### config.mk
export PLATFORM = sky130hd
export DESIGN_NAME = cfg_io_port
export DESIGN_NICKNAME = d
export VERILOG_FILES = /design/src/rtl/cfgio_pkg.sv /design/src/rtl/io_in_sync.sv /design/src/rtl/io_pin_cell.sv /design/src/rtl/io_port_regs.sv /design/src/rtl/cfg_io_port.sv
export SDC_FILE = /design/constraint.sdc
export NUM_CORES = 1
export LEC_CHECK = 0
export BUFFER_PORTS_ARGS = -buffer_cell sky130_fd_sc_hd__buf_2
export CORE_MARGIN = 2
export CORE_UTILIZATION = 52
export DETAILED_ROUTE_END_ITERATION = 16
export PLACE_DENSITY = 0.81
export SETUP_SLACK_MARGIN = 0.3
export SYNTH_ARGS = -nofsm -noshare
export SYNTH_HDL_FRONTEND = slang
export SYNTH_SLANG_ARGS = --single-unit
### constraint.sdc
create_clock -name clk -period 4.1 [get_ports clk]
set_input_delay 0.205 -clock clk [delete_from_list [all_inputs] [get_ports clk]]
set_output_delay 0.205 -clock clk [all_outputs]
set_load 0.01 [all_outputs]
### src/rtl/cfgio_pkg.sv
package cfgio_pkg;
  localparam int PIN_N     = 8;
  localparam int MODE_W    = 2;
  localparam int FSEL_W    = 3;
  localparam int FSEL_SLOT = 4;

  typedef enum logic [1:0] {
    PM_IN  = 2'b00,
    PM_OUT = 2'b01,
    PM_ALT = 2'b10,
    PM_RSV = 2'b11
  } pin_mode_e;

  typedef enum logic [2:0] {
    AF_SCK  = 3'd0,
    AF_MOSI = 3'd1,
    AF_MISO = 3'd2,
    AF_SS   = 3'd3,
    AF_SDA  = 3'd4,
    AF_SCL  = 3'd5,
    AF_TX   = 3'd6,
    AF_RX   = 3'd7
  } alt_fn_e;

  typedef struct packed {
    logic sck;
    logic mosi;
    logic ss;
    logic tx;
    logic sda_low;
    logic scl_low;
  } alt_drive_t;

  localparam logic [2:0] RA_MODE    = 3'd0;
  localparam logic [2:0] RA_FSEL_LO = 3'd1;
  localparam logic [2:0] RA_FSEL_HI = 3'd2;
  localparam logic [2:0] RA_ODATA   = 3'd3;
  localparam logic [2:0] RA_IDATA   = 3'd4;

  // push-pull special functions
  function automatic logic fn_drives(input alt_fn_e f);
    return (f == AF_SCK) || (f == AF_MOSI) || (f == AF_SS) || (f == AF_TX);
  endfunction

  // two-wire functions, released high / pulled low only
  function automatic logic fn_open_drain(input alt_fn_e f);
    return (f == AF_SDA) || (f == AF_SCL);
  endfunction

  // level of the lowest-indexed hit; idle-high when nothing hits
  function automatic logic first_hit(input logic [PIN_N-1:0] hit,
                                     input logic [PIN_N-1:0] lvl);
    logic r;
    r = 1'b1;
    for (int i = PIN_N - 1; i >= 0; i--) begin
      if (hit[i]) r = lvl[i];
    end
    return r;
  endfunction
endpackage

### src/rtl/io_in_sync.sv
module io_in_sync #(
  parameter int W      = 8,
  parameter int STAGES = 2
) (
  input  logic         clk,
  input  logic         rst,
  input  logic [W-1:0] d,
  output logic [W-1:0] q
);
  logic [W-1:0] stage [STAGES];
  logic         warm;

  always_ff @(posedge clk) begin
    if (rst) begin
      for (int s = 0; s < STAGES; s++) stage[s] <= '0;
      warm <= 1'b0;
    end else begin
      stage[0] <= d;
      for (int s = 1; s < STAGES; s++) stage[s] <= stage[s-1];
      warm <= 1'b1;
    end
  end

  assign q = stage[STAGES-1];

  // first stage captures the pad one edge later
  a_r8_sync_capture: assert property (@(posedge clk) disable iff (rst)
    warm |-> (stage[0] == $past(d)));

  for (genvar s = 1; s < STAGES; s++) begin : g_shift_chk
    // each later stage is the previous stage delayed by one edge
    a_r8_sync_shift: assert property (@(posedge clk) disable iff (rst)
      warm |-> (stage[s] == $past(stage[s-1])));
  end
endmodule

### src/rtl/io_pin_cell.sv
module io_pin_cell
  import cfgio_pkg::*;
(
  input  logic [MODE_W-1:0] mode,
  input  logic [FSEL_W-1:0] fsel,
  input  logic              out_bit,
  input  alt_drive_t        drv,
  output logic              pad_out,
  output logic              pad_oe,
  output logic              alt_on
);
  alt_fn_e fn;
  logic    alt_val;

  always_comb begin
    fn     = alt_fn_e'(fsel);
    alt_on = (pin_mode_e'(mode) == PM_ALT);
    case (fn)
      AF_SCK:  alt_val = drv.sck;
      AF_MOSI: alt_val = drv.mosi;
      AF_SS:   alt_val = drv.ss;
      AF_TX:   alt_val = drv.tx;
      default: alt_val = 1'b0;
    endcase
    pad_out = 1'b0;
    pad_oe  = 1'b0;
    case (pin_mode_e'(mode))
      PM_OUT: begin
        pad_out = out_bit;
        pad_oe  = 1'b1;
      end
      PM_ALT: begin
        if (fn_drives(fn)) begin
          pad_out = alt_val;
          pad_oe  = 1'b1;
        end else if (fn_open_drain(fn)) begin
          pad_oe = (fn == AF_SDA) ? drv.sda_low : drv.scl_low;
        end
      end
      default: ;
    endcase
  end
endmodule

### src/rtl/io_port_regs.sv
module io_port_regs
  import cfgio_pkg::*;
#(
  parameter int AW = 3,
  parameter int DW = 16
) (
  input  logic                     clk,
  input  logic                     rst,
  input  logic                     sel,
  input  logic                     wr,
  input  logic [AW-1:0]            addr,
  input  logic [DW-1:0]            wdata,
  input  logic [PIN_N-1:0]         idata,
  output logic [DW-1:0]            rdata,
  output logic [MODE_W*PIN_N-1:0]  mode_vec,
  output logic [FSEL_W*PIN_N-1:0]  fsel_vec,
  output logic [PIN_N-1:0]         odata
);
  localparam int FS_PER_REG = DW / FSEL_SLOT;
  localparam int MODE_BITS  = MODE_W * PIN_N;

  logic [MODE_BITS-1:0]    mode_q;
  logic [FSEL_W*PIN_N-1:0] fsel_q;
  logic [PIN_N-1:0]        odata_q;
  logic                    wen;

  assign wen = sel && wr;

  always_ff @(posedge clk) begin
    if (rst) begin
      mode_q  <= '0;
      fsel_q  <= '0;
      odata_q <= '0;
    end else if (wen) begin
      case (addr)
        AW'(RA_MODE):    mode_q <= wdata[MODE_BITS-1:0];
        AW'(RA_FSEL_LO):
          for (int k = 0; k < FS_PER_REG; k++)
            fsel_q[FSEL_W*k +: FSEL_W] <= wdata[FSEL_SLOT*k +: FSEL_W];
        AW'(RA_FSEL_HI):
          for (int k = 0; k < FS_PER_REG; k++)
            fsel_q[FSEL_W*(k+FS_PER_REG) +: FSEL_W] <= wdata[FSEL_SLOT*k +: FSEL_W];
        AW'(RA_ODATA):   odata_q <= wdata[PIN_N-1:0];
        default: ;
      endcase
    end
  end

  // spreads packed 3-bit codes into 4-bit slots for readback
  function automatic logic [DW-1:0] pack_fsel(input logic [FSEL_W*PIN_N-1:0] v,
                                              input int base);
    logic [DW-1:0] r;
    r = '0;
    for (int k = 0; k < FS_PER_REG; k++)
      r[FSEL_SLOT*k +: FSEL_W] = v[FSEL_W*(base+k) +: FSEL_W];
    return r;
  endfunction

  always_comb begin
    rdata = '0;
    if (sel) begin
      case (addr)
        AW'(RA_MODE):    rdata = DW'(mode_q);
        AW'(RA_FSEL_LO): rdata = pack_fsel(fsel_q, 0);
        AW'(RA_FSEL_HI): rdata = pack_fsel(fsel_q, FS_PER_REG);
        AW'(RA_ODATA):   rdata = DW'(odata_q);
        AW'(RA_IDATA):   rdata = DW'(idata);
        default:         rdata = '0;
      endcase
    end
  end

  assign mode_vec = mode_q;
  assign fsel_vec = fsel_q;
  assign odata    = odata_q;

  // mode holds unless its own address is written
  a_r9_mode_hold: assert property (@(posedge clk) disable iff (rst)
    !(wen && addr == AW'(RA_MODE)) |=> $stable(mode_q));

  // output data holds unless its own address is written
  a_r9_odata_hold: assert property (@(posedge clk) disable iff (rst)
    !(wen && addr == AW'(RA_ODATA)) |=> $stable(odata_q));

  // function codes hold unless one of the two select addresses is written
  a_r9_fsel_hold: assert property (@(posedge clk) disable iff (rst)
    !(wen && (addr == AW'(RA_FSEL_LO) || addr == AW'(RA_FSEL_HI))) |=> $stable(fsel_q));
endmodule

### src/rtl/cfg_io_port.sv
module cfg_io_port
  import cfgio_pkg::*;
#(
  parameter int SYNC_STAGES = 2,
  parameter int BUS_AW      = 3,
  parameter int BUS_DW      = 16
) (
  input  logic              clk,
  input  logic              rst,
  input  logic              bus_sel,
  input  logic              bus_wr,
  input  logic [BUS_AW-1:0] bus_addr,
  input  logic [BUS_DW-1:0] bus_wdata,
  output logic [BUS_DW-1:0] bus_rdata,
  input  logic [7:0]        pad_in,
  output logic [7:0]        pad_out,
  output logic [7:0]        pad_oe,
  input  logic              sf_sck,
  input  logic              sf_mosi,
  input  logic              sf_ss,
  input  logic              sf_tx,
  input  logic              sf_sda_low,
  input  logic              sf_scl_low,
  output logic              sf_miso,
  output logic              sf_sda_in,
  output logic              sf_scl_in,
  output logic              sf_rx
);
  logic [MODE_W*PIN_N-1:0] mode_vec;
  logic [FSEL_W*PIN_N-1:0] fsel_vec;
  logic [PIN_N-1:0]        odata;
  logic [PIN_N-1:0]        idata;
  logic [PIN_N-1:0]        pin_alt;
  logic [PIN_N-1:0]        hit_miso, hit_sda, hit_scl, hit_rx;
  alt_drive_t              drv;

  assign drv = '{sck: sf_sck, mosi: sf_mosi, ss: sf_ss, tx: sf_tx,
                 sda_low: sf_sda_low, scl_low: sf_scl_low};

  io_port_regs #(.AW(BUS_AW), .DW(BUS_DW)) u_regs (
    .clk(clk), .rst(rst), .sel(bus_sel), .wr(bus_wr), .addr(bus_addr),
    .wdata(bus_wdata), .idata(idata), .rdata(bus_rdata),
    .mode_vec(mode_vec), .fsel_vec(fsel_vec), .odata(odata));

  io_in_sync #(.W(PIN_N), .STAGES(SYNC_STAGES)) u_sync (
    .clk(clk), .rst(rst), .d(pad_in), .q(idata));

  for (genvar i = 0; i < PIN_N; i++) begin : g_pin
    logic [FSEL_W-1:0] code;
    assign code = fsel_vec[FSEL_W*i +: FSEL_W];

    io_pin_cell u_pin (
      .mode(mode_vec[MODE_W*i +: MODE_W]), .fsel(code), .out_bit(odata[i]),
      .drv(drv), .pad_out(pad_out[i]), .pad_oe(pad_oe[i]), .alt_on(pin_alt[i]));

    assign hit_miso[i] = pin_alt[i] && (code == AF_MISO);
    assign hit_sda[i]  = pin_alt[i] && (code == AF_SDA);
    assign hit_scl[i]  = pin_alt[i] && (code == AF_SCL);
    assign hit_rx[i]   = pin_alt[i] && (code == AF_RX);

    // input and reserved modes leave the pin released
    a_r2_input_released: assert property (@(posedge clk) disable iff (rst)
      (mode_vec[MODE_W*i +: MODE_W] == PM_IN || mode_vec[MODE_W*i +: MODE_W] == PM_RSV)
        |-> (!pad_oe[i] && !pad_out[i]));

    // receive-only functions never drive
    a_r5_receive_released: assert property (@(posedge clk) disable iff (rst)
      (hit_miso[i] || hit_rx[i]) |-> !pad_oe[i]);

    // two-wire pins never drive a high level
    a_r6_open_drain_low: assert property (@(posedge clk) disable iff (rst)
      (hit_sda[i] || hit_scl[i]) |-> !pad_out[i]);
  end

  assign sf_miso   = first_hit(hit_miso, idata);
  assign sf_sda_in = first_hit(hit_sda,  idata);
  assign sf_scl_in = first_hit(hit_scl,  idata);
  assign sf_rx     = first_hit(hit_rx,   idata);

  // one reset edge leaves every pin released
  a_r1_reset_release: assert property (@(posedge clk)
    rst |=> (pad_oe == '0 && pad_out == '0));

  // an unclaimed receive line idles high
  a_r7_idle_high: assert property (@(posedge clk) disable iff (rst)
    (hit_miso == '0) |-> sf_miso);

  // lowest claimed pin's synchronised level reaches the engine
  a_r7_rx_from_pin0: assert property (@(posedge clk) disable iff (rst)
    hit_rx[0] |-> (sf_rx == idata[0]));
endmodule

Word-level counts from Yosys, hierarchy flattened
Memory sizes are Yosys's and may differ from the RTL's.
Cells that the tools add are included.
{"block": "word_totals", "regBits": 48, "elab_cells": 256, "mem_count": 1, "ramBits": 16, "input_bits": 37, "output_inout_bits": 36}
{"block": "op_classes", "mux": 95, "n_eq_ne": 76, "reduce_logical": 78, "bitwise_logic": 2}
{"memory": "u_sync.stage", "words": 2, "width": 8, "rd": 2, "rd_clocked_by_memory_dff": 0, "write_ports": 2, "line_no": "io_in_sync.sv:10", "rtl": "logic [W-1:0] stage [STAGES];"}
{"operator": "3-bit == test (second input constant)", "count": 33}
{"operator": "16-bit one-hot mux with 5 select lines", "count": 1}
{"operator": "1-bit 2-to-1 mux", "count": 67}
{"operator": "3-bit by 2-bit == test with 1-bit output (second input constant)", "count": 18}
{"operator": "1-bit logical AND", "count": 33}
{"operator": "1-bit logical OR", "count": 32}
{"operator": "1-bit one-hot mux with 2 select lines", "count": 16}
{"operator": "1-bit one-hot mux with 4 select lines", "count": 8}
{"operator": "3-bit by 1-bit == test with 1-bit output (second input constant)", "count": 9}
{"operator": "3-bit zero test", "count": 9}
{"operator": "2-bit by 1-bit == test with 1-bit output (second input constant)", "count": 8}
{"operator": "2-bit == test (second input constant)", "count": 8}
{"operator": "16-bit 2-to-1 mux", "count": 1}
{"operator": "8-bit 2-to-1 mux", "count": 2}
{"operator": "2-bit AND reduction", "count": 4}
{"operator": "1-bit OR", "count": 2}

Logic depth before layout (Yosys ltp)
{"block": "depth", "ltp_word": 10, "ltp_mapped": 7, "ltp_nobuf": 6}

Cells and area by module
A second synthesis with hierarchy kept.
{"block": "hier_totals", "hier_cells": 582, "hier_area_um2": 4780.8}
{"module": "io_port_regs", "seq_area_each_um2": 960.9, "instances": 1, "cells_per_inst": 288, "area_each_um2": 2393.5}
{"module": "io_pin_cell", "seq_area_each_um2": 0.0, "instances": 8, "cells_per_inst": 20, "area_each_um2": 155.1}
{"module": "cfg_io_port", "seq_area_each_um2": 0.0, "instances": 1, "cells_per_inst": 93, "area_each_um2": 621.8}
{"module": "io_in_sync", "seq_area_each_um2": 320.3, "instances": 1, "cells_per_inst": 41, "area_each_um2": 524.3}

Least setup slack after synthesis
OpenSTA, ideal clock, no wires.
{"block": "synth_path", "kind": "flip-flop to output port", "start": "register u_regs.mode_q[6], in the netlist u_regs.mode_vec[6]", "end": "output sf_sda_in", "arrival_ns": 1.630, "slack_ns": 2.265, "path_stages_with_launch": 7, "required_time_ns": 3.895, "path_buffers": 0, "path_cell_list": "dfxtp_1 -> inv_1 -> ha_1 -> nor4bb_1 -> a221oi_1 -> o211a_1 -> o311ai_1"}
{"block": "synth_between", "elab_chain_len": 6}
{"element": "start, declared", "line_no": "io_port_regs.sv:22", "rtl": "logic [MODE_BITS-1:0] mode_q;"}
{"element": "start signal, assigned", "line_no": "io_port_regs.sv:36", "rtl": "AW'(RA_MODE): mode_q <= wdata[MODE_BITS-1:0];"}
{"element": "2-bit == test", "line_no": "io_pin_cell.sv:17", "rtl": "alt_on = (pin_mode_e'(mode) == PM_ALT);"}
{"element": "1-bit logical AND", "line_no": "cfg_io_port.sv:57", "rtl": "assign hit_sda[i] = pin_alt[i] && (code == AF_SDA);"}
{"element": "1-bit 2-to-1 mux (4 in series)", "line_no": "cfgio_pkg.sv:56", "rtl": "if (hit[i]) r = lvl[i];"}
{"element": "end, declared", "line_no": "cfg_io_port.sv:25", "rtl": "output logic sf_sda_in,"}
No other way between the ends.

Worst setup path in the final report
Same ends and word-level chain as after synthesis.

==> summary.txt <==
result of the run -> finished clean
final clock period utilization by the worst path -> 64.41%
initial standard-cell utilization of the core -> 53.83%
switching power as a share of total power -> 25.57%
DR vias -> 4297
number of global-route vias before repair -> 4010
Num Clock Sinks -> 64
total of cells resized after clock tree synthesis -> 0
slew margin rel. -> 25.87%
worst stage delay on the critical path -> 570 ps
combinational group share of total power -> 8.8%
required time reported for the critical path endpoint -> 3890 ps
slowest CP cell -> nor4bb_1
power per cell area -> 286.9 nW/um^2
Die H -> 96.46 um
setup slack after layout -> 1459 ps
average via count per standard cell -> 6.183
first-pass iteration count of the detailed router -> 5
horizontal extent of the die -> 96.46 um
average wire per cell in the routed design -> 19.03 um
number of buffers created by CTS -> 9
sort of element at the start of the critical path -> register
switching power -> 350.9 uW
row count -> 33
floorplan die area -> 9305 sq um
syn_area_per_cell -> 7.868 sq um
clock tree from TritonCTS -> yes
count of port buffers added during placement -> 72
count of synthesis-stage warnings from yosys -> 0
Seq pwr share -> 47.5%
shortest period the worst path allows -> 2641 ps
crit path DAT -> 2440 ps
number of top-level design ports -> 73
Starting DRT DRC Count -> 526
count of cell types in the netlist -> 61
final-layout setup total negative slack -> 0 ps
kind of critical path -> reg -> out
share of flip-flops with an asynchronous set or reset -> 0%
share of the synthesized area in the top cell type -> 28.82%
hold-fix buffer count after cts -> 0
Placer Congestion -> 0.9595
Final Hold Fails -> 0
number of antenna violations at the first check in global routing -> 0
wire length of the first global-routing pass -> 20.64 mm
final design utilization -> 57.92%
number of pins with negative max-slew slack in the final report -> 0
placed cells -> 679
maximum clock frequency -> 0.3787 GHz
clk root buf -> clkbuf_8
CP Cell Sequence -> inv_1 -> ha_1 -> nor4bb_1 -> a221oi_1 -> o211a_1 -> o311ai_1 -> buf_2
deepest level of the CTS H-tree -> 3
leading area contributor after synthesis -> dfxtp_1
portion of the post-synthesis area used by sequential elements -> 28.82%
final global-route overflow total -> 0
Remaining DRCs -> 0
Post-Synthesis Cell Area -> 4446 sq um
Worst Skew -> 5.061 ps
ANT cells -> 0
maximum vdd ir drop -> 199.2 uV
P_leak -> 1.719 nW
Final HPWL DP -> 9.629 mm
CP max FO -> 7
NumNets Final -> 638
maxcap violations -> 0
worst-margin pin slew -> 1112 ps
Setup WS pre-CTS -> 1811 ps
proportion of power drawn by the clock network -> 43.6%
insertion delay of the later-clocked pin in the worst-skew pair -> 350 ps
all-layer global routing usage -> 29.34%
EDFF count, synth -> 0
synthesized net count -> 618
non-filler instance count after layout -> 695
setup violators final -> 0
ys flop type -> dfxtp_1
synthesis-to-finish area growth -> 7.599%
total wire length after detailed routing -> 13.22 mm
Pwr Total -> 1.372 mW
internal power component -> 1.021 mW
core box area -> 8258 sq um
type of the most critical hold path -> in -> reg
remaining antenna violation count -> 0
top cells by area, synth -> dfxtp_1 29%, mux2i_1 10%, a21oi_1 6.1%
Setup Buffers After CTS -> 0
number of synthesized register bits -> 64
type of destination of the critical path -> primary output
largest net degree at the start of global routing -> 65
Syn Inst Count -> 565
unrepaired setup endpoints after global routing -> no
clock transition at the registers of the reported paths -> 80 ps
clock tree buffer depth -> 2
share of cells above drive strength 1 -> 16.95%
-- cell type report --
type,count,area [sq um]
clock buffer,10,127.6
clock inverter,6,83.83
fill,768,3475
inverter,26,97.59
multi-input combinational,412,2701
sequential,64,1281
tap,105,131.4
timing repair buffer,72,360.3
-- stage by stage --
stage,cell area [sq um],hold WS [ps]
finish,4783,63.91
global route,4783,67.79
CTS,4783,54.07
detailed placement,4572,420.3
global placement,4572,413.7
floorplan,4446,333.2
-- sequential cells by signal, indices dropped and copies added (netlist names) --
signal	flops
u_regs.fsel_vec	24
u_sync.stage	16
u_regs.odata	8
u_regs.mode_vec	16
-- worst paths after layout --
kind	startpoint	cells past startpoint	slack [ps]	to
max	u_regs.mode_vec[6]$_SDFFE_PP0P_	7	1460	sf_sda_in
min reg2reg	u_sync.stage[0][0]$_SDFF_PP0_	1	430	u_sync.stage[0][8]$_SDFF_PP0_
min	pad_in[1]	2	60	u_sync.stage[0][1]$_SDFF_PP0_
max reg2reg	u_regs.fsel_vec[1]$_SDFFE_PP0P_	2	3150	u_regs.fsel_vec[1]$_SDFFE_PP0P_
-- critical path: cells and delay by family (launching register included) --
kind	cells	cell delay, ps
buffers and inverters	2	250
adder cells (fa/ha/maj)	1	260
flip-flops	1	350
AND/OR/NAND/NOR	1	570
AO/OA/AOI/OAI	3	660
-- kinds of logic after synthesis --
group	after synthesis	share of synthesized area, %
AO/OA/AOI/OAI	121	17.11
adder cells (fa/ha/maj)	16	4.503
buffers and inverters	89	10.41
flip-flops	64	28.82
multiplexers	52	11.91
AND/OR/NAND/NOR	223	27.24
-- Yosys cell counts, types with 4 or more instances --
library cell	instances
a22o_1	5
clkbuf_1	22
dfxtp_1	64
and3_1	6
mux2_2	7
nor3b_1	7
o211ai_1	4
a21oi_1	54
nor2b_1	22
a31oi_1	6
o21ai_0	15
ha_1	16
nand3b_1	9
and4b_1	5
nor2_1	72
nand2b_1	6
o311ai_0	5
nand4_1	12
a22oi_1	9
mux2i_1	45
nor4bb_1	8
buf_4	18
nand2_1	51
buf_2	18
inv_1	26
a211oi_1	4
-- power groups by stage --
stage	Sequential, mW	Clock (mW)	Combinational, mW
2_1_floorplan	0.655	0	0.0810
3_3_place_gp	0.665	0	0.114
3_5_place_dp	0.666	0	0.118
4_1_cts	0.652	0.602	0.119
5_1_grt	0.654	0.629	0.130
6_report	0.653	0.598	0.121
-- per-layer routing --
layer	track usage (%)	up-vias	share of wire (%)	routed length (um)
li1	-	2015	-	-
met1	37.40	2014	41	5371
met2	49.07	223	47	6198
met3	4.732	45	9.3	1232
met4	12.56	0	3.2	420
met5	0	-	0	0
-- cell usage in the layout, fill, tap and decap left out, types with 3 or more instances in the layout --
| cell | netlist | final |
|---|---|---|
| a211oi_1 | 4 | 4 |
| a21oi_1 | 54 | 54 |
| a22o_1 | 5 | 5 |
| a22oi_1 | 9 | 9 |
| a31oi_1 | 6 | 6 |
| and2_1 | 3 | 3 |
| and3_1 | 6 | 6 |
| and4b_1 | 5 | 5 |
| buf_2 | 18 | 72 |
| clkbuf_8 | 0 | 9 |
| clkinv_2 | 0 | 3 |
| dfxtp_1 | 64 | 64 |
| ha_1 | 16 | 16 |
| inv_1 | 26 | 26 |
| mux2_2 | 7 | 7 |
| mux2i_1 | 45 | 45 |
| nand2_1 | 51 | 51 |
| nand2b_1 | 6 | 6 |
| nand3_1 | 3 | 3 |
| nand3b_1 | 9 | 9 |
| nand4_1 | 12 | 12 |
| nand4b_1 | 3 | 3 |
| nand4bb_1 | 3 | 3 |
| nor2_1 | 72 | 72 |
| nor2b_1 | 22 | 22 |
| nor3b_1 | 7 | 7 |
| nor4bb_1 | 8 | 8 |
| o211ai_1 | 4 | 4 |
| o21ai_0 | 15 | 15 |
| o311ai_0 | 5 | 5 |
No activity file was read; power rests on OpenSTA's default activity.
